[src/rtl/pgw_pkg.sv]
package pgw_pkg;
  localparam int FLAG_PRESENT   = 0;
  localparam int FLAG_WRITABLE  = 1;
  localparam int FLAG_USER      = 2;
  localparam int FLAG_WRTHROUGH = 3;
  localparam int FLAG_NOCACHE   = 4;
  localparam int FLAG_ACCESSED  = 5;
  localparam int FLAG_DIRTY     = 6;
  localparam int FLAG_LARGE     = 7;

  typedef enum logic [2:0] {
    ST_IDLE, ST_RD_DIR, ST_CHK_DIR, ST_RD_PTE, ST_CHK_PTE, ST_WRBACK, ST_RESP
  } walkState_e;

  typedef enum logic [1:0] {
    CAUSE_NONE = 2'd0, CAUSE_ABSENT = 2'd1, CAUSE_DENIED = 2'd2
  } walkCause_e;

  typedef struct packed {
    logic loadReq;
    logic loadEntry;
    logic descend;
  } walkStrobe_t;
endpackage

[src/rtl/pgw_datapath.sv]
module pgw_datapath
  import pgw_pkg::*;
#(
  parameter int VA_W  = 32,
  parameter int IDX_W = 10,
  parameter int OFF_W = 12
) (
  input  logic               clk,
  input  logic               rstN,
  input  walkStrobe_t        strobe,
  input  logic               rootWrEn,
  input  logic [VA_W-OFF_W-1:0] rootWrData,
  input  logic [VA_W-1:0]    reqVaddr,
  input  logic               reqWrite,
  input  logic               reqUser,
  input  logic [VA_W-1:0]    memRdata,
  output logic [VA_W-1:0]    memAddr,
  output logic [VA_W-1:0]    memWdata,
  output logic               entPresent,
  output logic               entLarge,
  output logic               permOk,
  output logic               needUpdate,
  output logic [VA_W-1:0]    pagePaddr,
  output logic               entWriteThrough,
  output logic               entCacheDisable
);
  localparam int FRAME_W  = VA_W - OFF_W;
  localparam int BIG_OFF  = OFF_W + IDX_W;
  localparam int ENT_SH   = OFF_W - IDX_W;

  logic [FRAME_W-1:0] rootBase;
  logic [FRAME_W-1:0] tableBase;
  logic [VA_W-1:0]    vaReg;
  logic [VA_W-1:0]    entry;
  logic               wrReg;
  logic               usrReg;
  logic               level2;

  always_ff @(posedge clk) begin
    if (!rstN) begin
      rootBase  <= '0;
      tableBase <= '0;
      vaReg     <= '0;
      entry     <= '0;
      wrReg     <= 1'b0;
      usrReg    <= 1'b0;
      level2    <= 1'b0;
    end else begin
      if (rootWrEn) rootBase <= rootWrData;
      if (strobe.loadReq) begin
        vaReg  <= reqVaddr;
        wrReg  <= reqWrite;
        usrReg <= reqUser;
        level2 <= 1'b0;
      end
      if (strobe.loadEntry) entry <= memRdata;
      if (strobe.descend) begin
        tableBase <= entry[VA_W-1:OFF_W];
        level2    <= 1'b1;
      end
    end
  end

  logic [VA_W-1:0] dirAddr;
  logic [VA_W-1:0] pteAddr;
  assign dirAddr = {rootBase,  vaReg[VA_W-1 -: IDX_W], ENT_SH'(0)};
  assign pteAddr = {tableBase, vaReg[OFF_W +: IDX_W],  ENT_SH'(0)};
  assign memAddr = level2 ? pteAddr : dirAddr;

  always_comb begin
    memWdata = entry;
    memWdata[FLAG_ACCESSED] = 1'b1;
    if (wrReg) memWdata[FLAG_DIRTY] = 1'b1;
  end

  assign entPresent      = entry[FLAG_PRESENT];
  assign entLarge        = entry[FLAG_LARGE];
  assign permOk          = !(wrReg && !entry[FLAG_WRITABLE]) && !(usrReg && !entry[FLAG_USER]);
  assign needUpdate      = !entry[FLAG_ACCESSED] || (wrReg && !entry[FLAG_DIRTY]);
  assign entWriteThrough = entry[FLAG_WRTHROUGH];
  assign entCacheDisable = entry[FLAG_NOCACHE];
  assign pagePaddr = level2 ? {entry[VA_W-1:OFF_W], vaReg[OFF_W-1:0]}
                            : {entry[VA_W-1:BIG_OFF], vaReg[BIG_OFF-1:0]};

  // a write-back always carries the accessed mark, and the dirty mark for writes
  assert_wb_marks_R7: assert property (@(posedge clk) disable iff (!rstN)
    (strobe.loadReq) |=> (memWdata[FLAG_ACCESSED] && (memWdata[FLAG_DIRTY] || !wrReg)));
endmodule

[src/rtl/pgw_ctrl.sv]
module pgw_ctrl
  import pgw_pkg::*;
(
  input  logic        clk,
  input  logic        rstN,
  input  logic        reqValid,
  input  logic        memDone,
  input  logic        rspAck,
  input  logic        entPresent,
  input  logic        entLarge,
  input  logic        permOk,
  input  logic        needUpdate,
  output walkStrobe_t strobe,
  output logic        busy,
  output logic        memReq,
  output logic        memWe,
  output logic        rspValid,
  output walkCause_e  rspCause
);
  walkState_e state, stateNext;
  walkCause_e causeReg, causeNext;
  logic       causeLoad;
  walkState_e finalState;
  walkCause_e finalCause;

  assign finalState = !permOk ? ST_RESP : (needUpdate ? ST_WRBACK : ST_RESP);
  assign finalCause = permOk ? CAUSE_NONE : CAUSE_DENIED;

  always_comb begin
    stateNext = state;
    strobe    = '0;
    memReq    = 1'b0;
    memWe     = 1'b0;
    causeLoad = 1'b0;
    causeNext = CAUSE_NONE;
    unique case (state)
      ST_IDLE: if (reqValid) begin
        strobe.loadReq = 1'b1;
        stateNext      = ST_RD_DIR;
      end
      ST_RD_DIR: begin
        memReq = 1'b1;
        if (memDone) begin
          strobe.loadEntry = 1'b1;
          stateNext        = ST_CHK_DIR;
        end
      end
      ST_CHK_DIR: begin
        causeLoad = 1'b1;
        if (!entPresent) begin
          causeNext = CAUSE_ABSENT;
          stateNext = ST_RESP;
        end else if (entLarge) begin
          causeNext = finalCause;
          stateNext = finalState;
        end else begin
          strobe.descend = 1'b1;
          stateNext      = ST_RD_PTE;
        end
      end
      ST_RD_PTE: begin
        memReq = 1'b1;
        if (memDone) begin
          strobe.loadEntry = 1'b1;
          stateNext        = ST_CHK_PTE;
        end
      end
      ST_CHK_PTE: begin
        causeLoad = 1'b1;
        if (!entPresent) begin
          causeNext = CAUSE_ABSENT;
          stateNext = ST_RESP;
        end else begin
          causeNext = finalCause;
          stateNext = finalState;
        end
      end
      ST_WRBACK: begin
        memReq = 1'b1;
        memWe  = 1'b1;
        if (memDone) stateNext = ST_RESP;
      end
      ST_RESP: if (rspAck) stateNext = ST_IDLE;
      default: stateNext = ST_IDLE;
    endcase
  end

  always_ff @(posedge clk) begin
    if (!rstN) begin
      state    <= ST_IDLE;
      causeReg <= CAUSE_NONE;
    end else begin
      state <= stateNext;
      if (causeLoad) causeReg <= causeNext;
    end
  end

  assign busy     = (state != ST_IDLE) && (state != ST_RESP);
  assign rspValid = (state == ST_RESP);
  assign rspCause = causeReg;

  // response is held with its cause until acknowledged
  assert_rsp_hold_R9: assert property (@(posedge clk) disable iff (!rstN)
    (rspValid && !rspAck) |=> (rspValid && $stable(rspCause)));
  // an outstanding memory request is not withdrawn before done
  assert_mem_hold_R10: assert property (@(posedge clk) disable iff (!rstN)
    (memReq && !memDone) |=> (memReq && $stable(memWe)));
  // a new request is never taken while a response waits
  assert_no_accept_R9: assert property (@(posedge clk) disable iff (!rstN)
    (rspValid && !rspAck) |=> !busy);
endmodule

[src/rtl/page_walker.sv]
module page_walker
  import pgw_pkg::*;
#(
  parameter int VA_W  = 32,
  parameter int IDX_W = 10,
  parameter int OFF_W = 12
) (
  input  logic                  clk,
  input  logic                  rstN,
  input  logic                  rootWrEn,
  input  logic [VA_W-OFF_W-1:0] rootWrData,
  input  logic                  reqValid,
  input  logic [VA_W-1:0]       reqVaddr,
  input  logic                  reqWrite,
  input  logic                  reqUser,
  output logic                  busy,
  output logic                  memReq,
  output logic                  memWe,
  output logic [VA_W-1:0]       memAddr,
  output logic [VA_W-1:0]       memWdata,
  input  logic                  memDone,
  input  logic [VA_W-1:0]       memRdata,
  output logic                  rspValid,
  output logic [1:0]            rspCause,
  output logic [VA_W-1:0]       rspPaddr,
  output logic                  rspWriteThrough,
  output logic                  rspCacheDisable,
  input  logic                  rspAck
);
  walkStrobe_t     strobe;
  walkCause_e      cause;
  logic            entPresent, entLarge, permOk, needUpdate;
  logic            entWriteThrough, entCacheDisable;
  logic [VA_W-1:0] pagePaddr;
  logic            okRsp;

  pgw_ctrl u_ctrl (
    .clk(clk), .rstN(rstN), .reqValid(reqValid), .memDone(memDone), .rspAck(rspAck),
    .entPresent(entPresent), .entLarge(entLarge), .permOk(permOk), .needUpdate(needUpdate),
    .strobe(strobe), .busy(busy), .memReq(memReq), .memWe(memWe),
    .rspValid(rspValid), .rspCause(cause)
  );

  pgw_datapath #(.VA_W(VA_W), .IDX_W(IDX_W), .OFF_W(OFF_W)) u_dp (
    .clk(clk), .rstN(rstN), .strobe(strobe), .rootWrEn(rootWrEn), .rootWrData(rootWrData),
    .reqVaddr(reqVaddr), .reqWrite(reqWrite), .reqUser(reqUser), .memRdata(memRdata),
    .memAddr(memAddr), .memWdata(memWdata), .entPresent(entPresent), .entLarge(entLarge),
    .permOk(permOk), .needUpdate(needUpdate), .pagePaddr(pagePaddr),
    .entWriteThrough(entWriteThrough), .entCacheDisable(entCacheDisable)
  );

  assign okRsp           = (cause == CAUSE_NONE);
  assign rspCause        = cause;
  assign rspPaddr        = okRsp ? pagePaddr : '0;
  assign rspWriteThrough = okRsp && entWriteThrough;
  assign rspCacheDisable = okRsp && entCacheDisable;

  // address and write data stay put while the memory is working
  assert_addr_hold_R10: assert property (@(posedge clk) disable iff (!rstN)
    (memReq && !memDone) |=> ($stable(memAddr) && $stable(memWdata)));
  // the translated address does not move while the response waits
  assert_paddr_hold_R9: assert property (@(posedge clk) disable iff (!rstN)
    (rspValid && !rspAck) |=> $stable(rspPaddr));
endmodule

[config.mk]
export PLATFORM = sky130hd
export DESIGN_NAME = page_walker
export DESIGN_NICKNAME = d
export VERILOG_FILES = /design/src/rtl/pgw_pkg.sv /design/src/rtl/pgw_datapath.sv /design/src/rtl/pgw_ctrl.sv /design/src/rtl/page_walker.sv
export SDC_FILE = /design/constraint.sdc
export NUM_CORES = 1
export LEC_CHECK = 0
export ABC_AREA = 0
export BUFFER_PORTS_ARGS = -buffer_cell sky130_fd_sc_hd__buf_2
export CAP_MARGIN = 5
export CORE_MARGIN = 2
export CORE_UTILIZATION = 54
export CTS_CLUSTER_DIAMETER = 40
export DETAILED_ROUTE_END_ITERATION = 8
export PLACE_DENSITY = 0.86
export RECOVER_POWER = 50
export SYNTH_ARGS = -nofsm -noshare
export SYNTH_HDL_FRONTEND = slang
export SYNTH_SLANG_ARGS = --single-unit
[constraint.sdc]
create_clock -name clk -period 3.2 [get_ports clk]
set_clock_uncertainty 0.15 [all_clocks]
set_input_delay 0.64 -clock clk [delete_from_list [all_inputs] [get_ports clk]]
set_output_delay 0.64 -clock clk [all_outputs]
set_load 0.01 [all_outputs]
Word level (Yosys, flattened, before mapping)
Index checks and enable logic that the tools add are counted.

word-level totals
  flip-flop bits (word level) = 112
  latch bits = 0
  memory bits (writable) = 0
  bits in read-only memories = 0
  word-level logic and storage cells = 75
  memories kept = 0

cells by class
  $add $sub $neg = 0
  multipliers = 0
  divide/modulo/power cells = 0
  $lt $le $gt $ge = 0
  equal/unequal tests = 12
  shift operators = 0
  multiplexer cells = 32
  bitwise logic cells = 0
  reductions and logical operators = 22

operators with widths
  kind                                                             count
  32-bit two-way mux                                               2
  3-bit two-way mux                                                9
  22-bit two-way mux                                               1
  3-bit one-hot mux with 7 select lines                            1
  1-bit two-way mux                                                13
  2-bit two-way mux                                                5
  3-bit == test, second input constant                             3
  2-bit != test, second input constant                             4
  1-bit logical AND                                                7
  3-bit by 2-bit == test with 1-bit output, second input constant  2
  1-bit zero test                                                  6
  5-bit AND reduction                                              1
  2-bit one-hot mux with 2 select lines                            1
  2-bit OR reduction                                               2
  3-bit by 1-bit == test with 1-bit output, second input constant  1
  3-bit zero test                                                  1
  3-bit != test, second input constant                             1
  3-bit nonzero test                                               1
  3-bit OR reduction                                               1
  2-bit zero test                                                  1
  2-bit by 1-bit != test with 1-bit output, second input constant  1
  2-bit nonzero test                                               1
  1-bit logical OR                                                 1

Longest topological paths before layout
  word-level depth = 8
  gate-level depth with buffers = 7

Hierarchy
A second synthesis with hierarchy kept.

unflattened totals
  cells, all modules = 541
  area, all modules = 6039.5 um^2

modules (own cells, without submodules)
  module        instances  cells each  area each (um^2)
  pgw_datapath  1          451         5143.7
  page_walker   1          42          491.7
  pgw_ctrl      1          48          404.1

Worst setup path after synthesis
Ideal clock, no wire load.

  path kind = reg2out
  start = reg u_dp.level2
  end = out memAddr[10]
  data arrival time = 1.019 ns
  data required time = 2.410 ns
  slack = 1.391 ns
  cell stages (with the launch flop) = 4
  buffers on the path = 2
  cell sequence = dfxtp_1 clkbuf_1 buf_2 mux2_2

on the way
  cells in the longest elaborated chain, start to end = 1

ends and longest elaborated chain
  element                 RTL line            RTL
  start, declared         pgw_datapath.sv:37  logic level2;
  start signal, assigned  pgw_datapath.sv:47  level2 <= 1'b0;
  start signal, assigned  pgw_datapath.sv:54  level2 <= 1'b0;
  start signal, assigned  pgw_datapath.sv:59  level2 <= 1'b1;
  32-bit two-way mux      pgw_datapath.sv:68  assign memAddr = level2 ? pteAddr : dirAddr;
  end, declared           page_walker.sv:19   output logic [VA_W-1:0] memAddr,

Every way passes these cells.

Final worst setup path
  start = reg u_dp.level2
  end = out memAddr[15]

Same word-level chain as after synthesis.

==> qor.yml <==
outcome:
  status: "finished, final reports clean"
setup_path:
  worstPathCellList: "buf_4, mux2_2, buf_2"
  cp.required_ns: 2.41
  crit_slowest_cell: "dfxtp_2"
  crit_family: "flip-flops"
  crit_buf_inv: 2
  crit_arrival_ns: 1.81
  cp-start-kind: "flip-flop"
  path_class: "flip-flop to output port"
  crit_fanout: 18
  max_stage_delay_ns: 0.61
  end_kind: "output port"
hold_path:
  hold_path.class: "flip-flop to flip-flop"
routing:
  num_vias: 4528
  drtIter0Drc: 129
  routed_via_density: 5.05
  ant_nets: 0
  drc: 0
  wl_um: 13100
  drtPass1Iterations: 4
  wl_per_cell_um: 14.6
clock_tree:
  numCtsBuffers: 9
  cts_root_buf: "clkbuf_8"
  clkTransAtPathRegs_ns: 0.10
  holdBufCountCts: 0
  clock_latency_ns: 0.37
  cts_tree: "built"
  clkSinkCount: 112
  clockBufferDepth: 2
  post_cts_buffers: 0
  htreeDepth: 3
  post_cts_resize_count: 0
synth:
  yosysWarnings: 0
  seq_area_frac_synth_pct: 42.1
  synth.distinct_cells: 36
  synthesis.area_sq_um: 5320
  syn_inst: 620
  synth_flop_cell: "dfxtp_1"
  synthTopCellsByArea: "dfxtp_1, nand2_1, a21boi_1"
  synth_edf_count: 0
  synth-seq-cells: 112
  yosys.area.top_type: "dfxtp_1"
  yosys.area.top_type_share_pct: 42.1
  ys_async_sr_fraction_pct: 0
  syn_avg_cell_area_sq_um: 8.58
timing:
  worst_slew_pin_slew_ns: 1.45
  rsz0062_at_grt: "no"
  finalHoldViolCount: 0
  fmax_ghz: 0.384
  slew_headroom_pct: 3.21
  period_share_pct: 81.3
  finalSetupTns_ns: 0
  setup_viol: 0
  finalWorstSetupSlack_ns: 0.599
  maxSlewViolCount: 0
  post-route-min-period_ns: 2.60
floorplan:
  start_util_pct: 54.9
  die_w_um: 103
  core_sq_um: 9680
  chipHeight_um: 103
  core.rowCount: 36
  ios: 196
  die_area_sq_um: 10700
grt:
  grt_remaining_overflow: 0
  grt_pass1_wl_um: 19800
  grt_max_degree: 57
  antenna_found_initial: 0
  grt_pass1_vias: 4255
  grt_usage_pct: 23.8
power:
  p_per_area_nw_per_um2: 601
  vdd_drop_max_mv: 0.312
  p_leak_nw: 2.66
placement:
  globalplace.congestion: 0.793
  dpl_worst_slack_ns: 0.890
  placed_area_sq_um: 6050
  port_buffers: 192
  place_inst: 880
  dpl.hpwl_um: 9870
layout:
  nFillCells: 794
  num_antenna_cells: 0
  synthToLayoutAreaGrowth_pct: 16.4
  final_cell_mix: "nand2_1, buf_2, dfxtp_1"
  postLayoutCellArea_sq_um: 6190
  layout.nets: 850
  fin_cells: 896
  drive_gt1_share_pct: 28.4
  layout_commonest_cell: "nand2_1"
job:
  max_cap_viol_count: 0
-- logic make-up after synthesis --
family | synth area share, %
AOI/OAI and AO/OA | 14.7
xor gates and xnor gates | 0.165
buffers and inverters | 9.20
DFF | 42.1
muxes | 12.2
other | 0.141
and+or+nand+nor | 21.5
-- power breakdown --
part	internal (mW)	switching, mW
logic	0.469	0.656
registers	1.57	0.194
clock network	0.364	0.466
-- per-layer routing --
| layer | GRT usage, % | up-vias | share of wire, % | routed length (um) |
|---|---|---|---|---|
| li1 | - | 2258 | - | - |
| met1 | 28.8 | 2092 | 43 | 5600 |
| met2 | 40.5 | 156 | 49 | 6400 |
| met3 | 5.38 | 22 | 6.3 | 822 |
| met4 | 10.6 | 0 | 2.0 | 259 |
| met5 | 0 | - | 0 | 0 |
-- Yosys cell counts, types with 2 or more instances --
master	n
a21boi_0	8
a21boi_1	80
a21oi_1	4
a222oi_1	2
and2_1	26
buf_2	13
buf_4	40
buf_6	3
clkbuf_1	19
conb_1	2
dfxtp_1	112
inv_1	4
mux2_2	30
mux2i_1	31
nand2_1	177
nand2b_1	6
nor2_1	15
nor2b_1	23
nor3_2	2
o211ai_1	2
o21ai_0	3
o21ai_1	2
or2_2	2
or3_1	2
-- final cells by class --
class                   count  area (sq um)  area share (%)
repair buffers            202           991            16.0
inverters                   4          15.0           0.243
well taps                 133           166            2.69
multi-input cells         429          2590            41.8
clock inverters             5          56.3           0.909
flip-flops and latches    112          2240            36.2
clock buffers              11           131            2.12
-- state kept, by name (all words and copies together), names as in the netlist, 2 cells and up --
register         flops
u_ctrl.rspCause      2
u_ctrl.state         3
u_dp.entry          32
u_dp.rootBase       20
u_dp.tableBase      20
u_dp.vaReg          32
-- through the flow --
| stage | total power [mW] | hold WS, ns | utilization [%] |
|---|---|---|---|
| after CTS | 3.78 | 0.305 | 64.4 |
| after detailed placement | 2.96 | 0.291 | 62.5 |
| final | 3.72 | 0.304 | 63.9 |
| after global routing | 3.95 | 0.320 | 63.9 |
| after global placement | 2.91 | 0.286 | 62.5 |
| after floorplan | 2.65 | 0.280 | - |
-- worst min-delay path: cells and delay by family, from the launching register on --
family,cells,cell delay [ns]
AOI/OAI and AO/OA,1,0.05
DFF,1,0.32
and+or+nand+nor,1,0.05
-- path summary, 6_finish.rpt --
check / slack [ns] / depth (start not counted) / startpoint / to
worst max-delay path: 0.60 / 3 / u_dp.level2 / memAddr[15]
worst min-delay path: 0.30 / 2 / u_dp.vaReg[1] / u_dp.vaReg[1]
worst max register to register: 0.89 / 5 / u_ctrl.state[0] / u_dp.entry[18]
worst min register to register: 0.30 / 2 / u_dp.vaReg[1] / u_dp.vaReg[1]
Note: power is estimated with default switching activity, not from simulation.
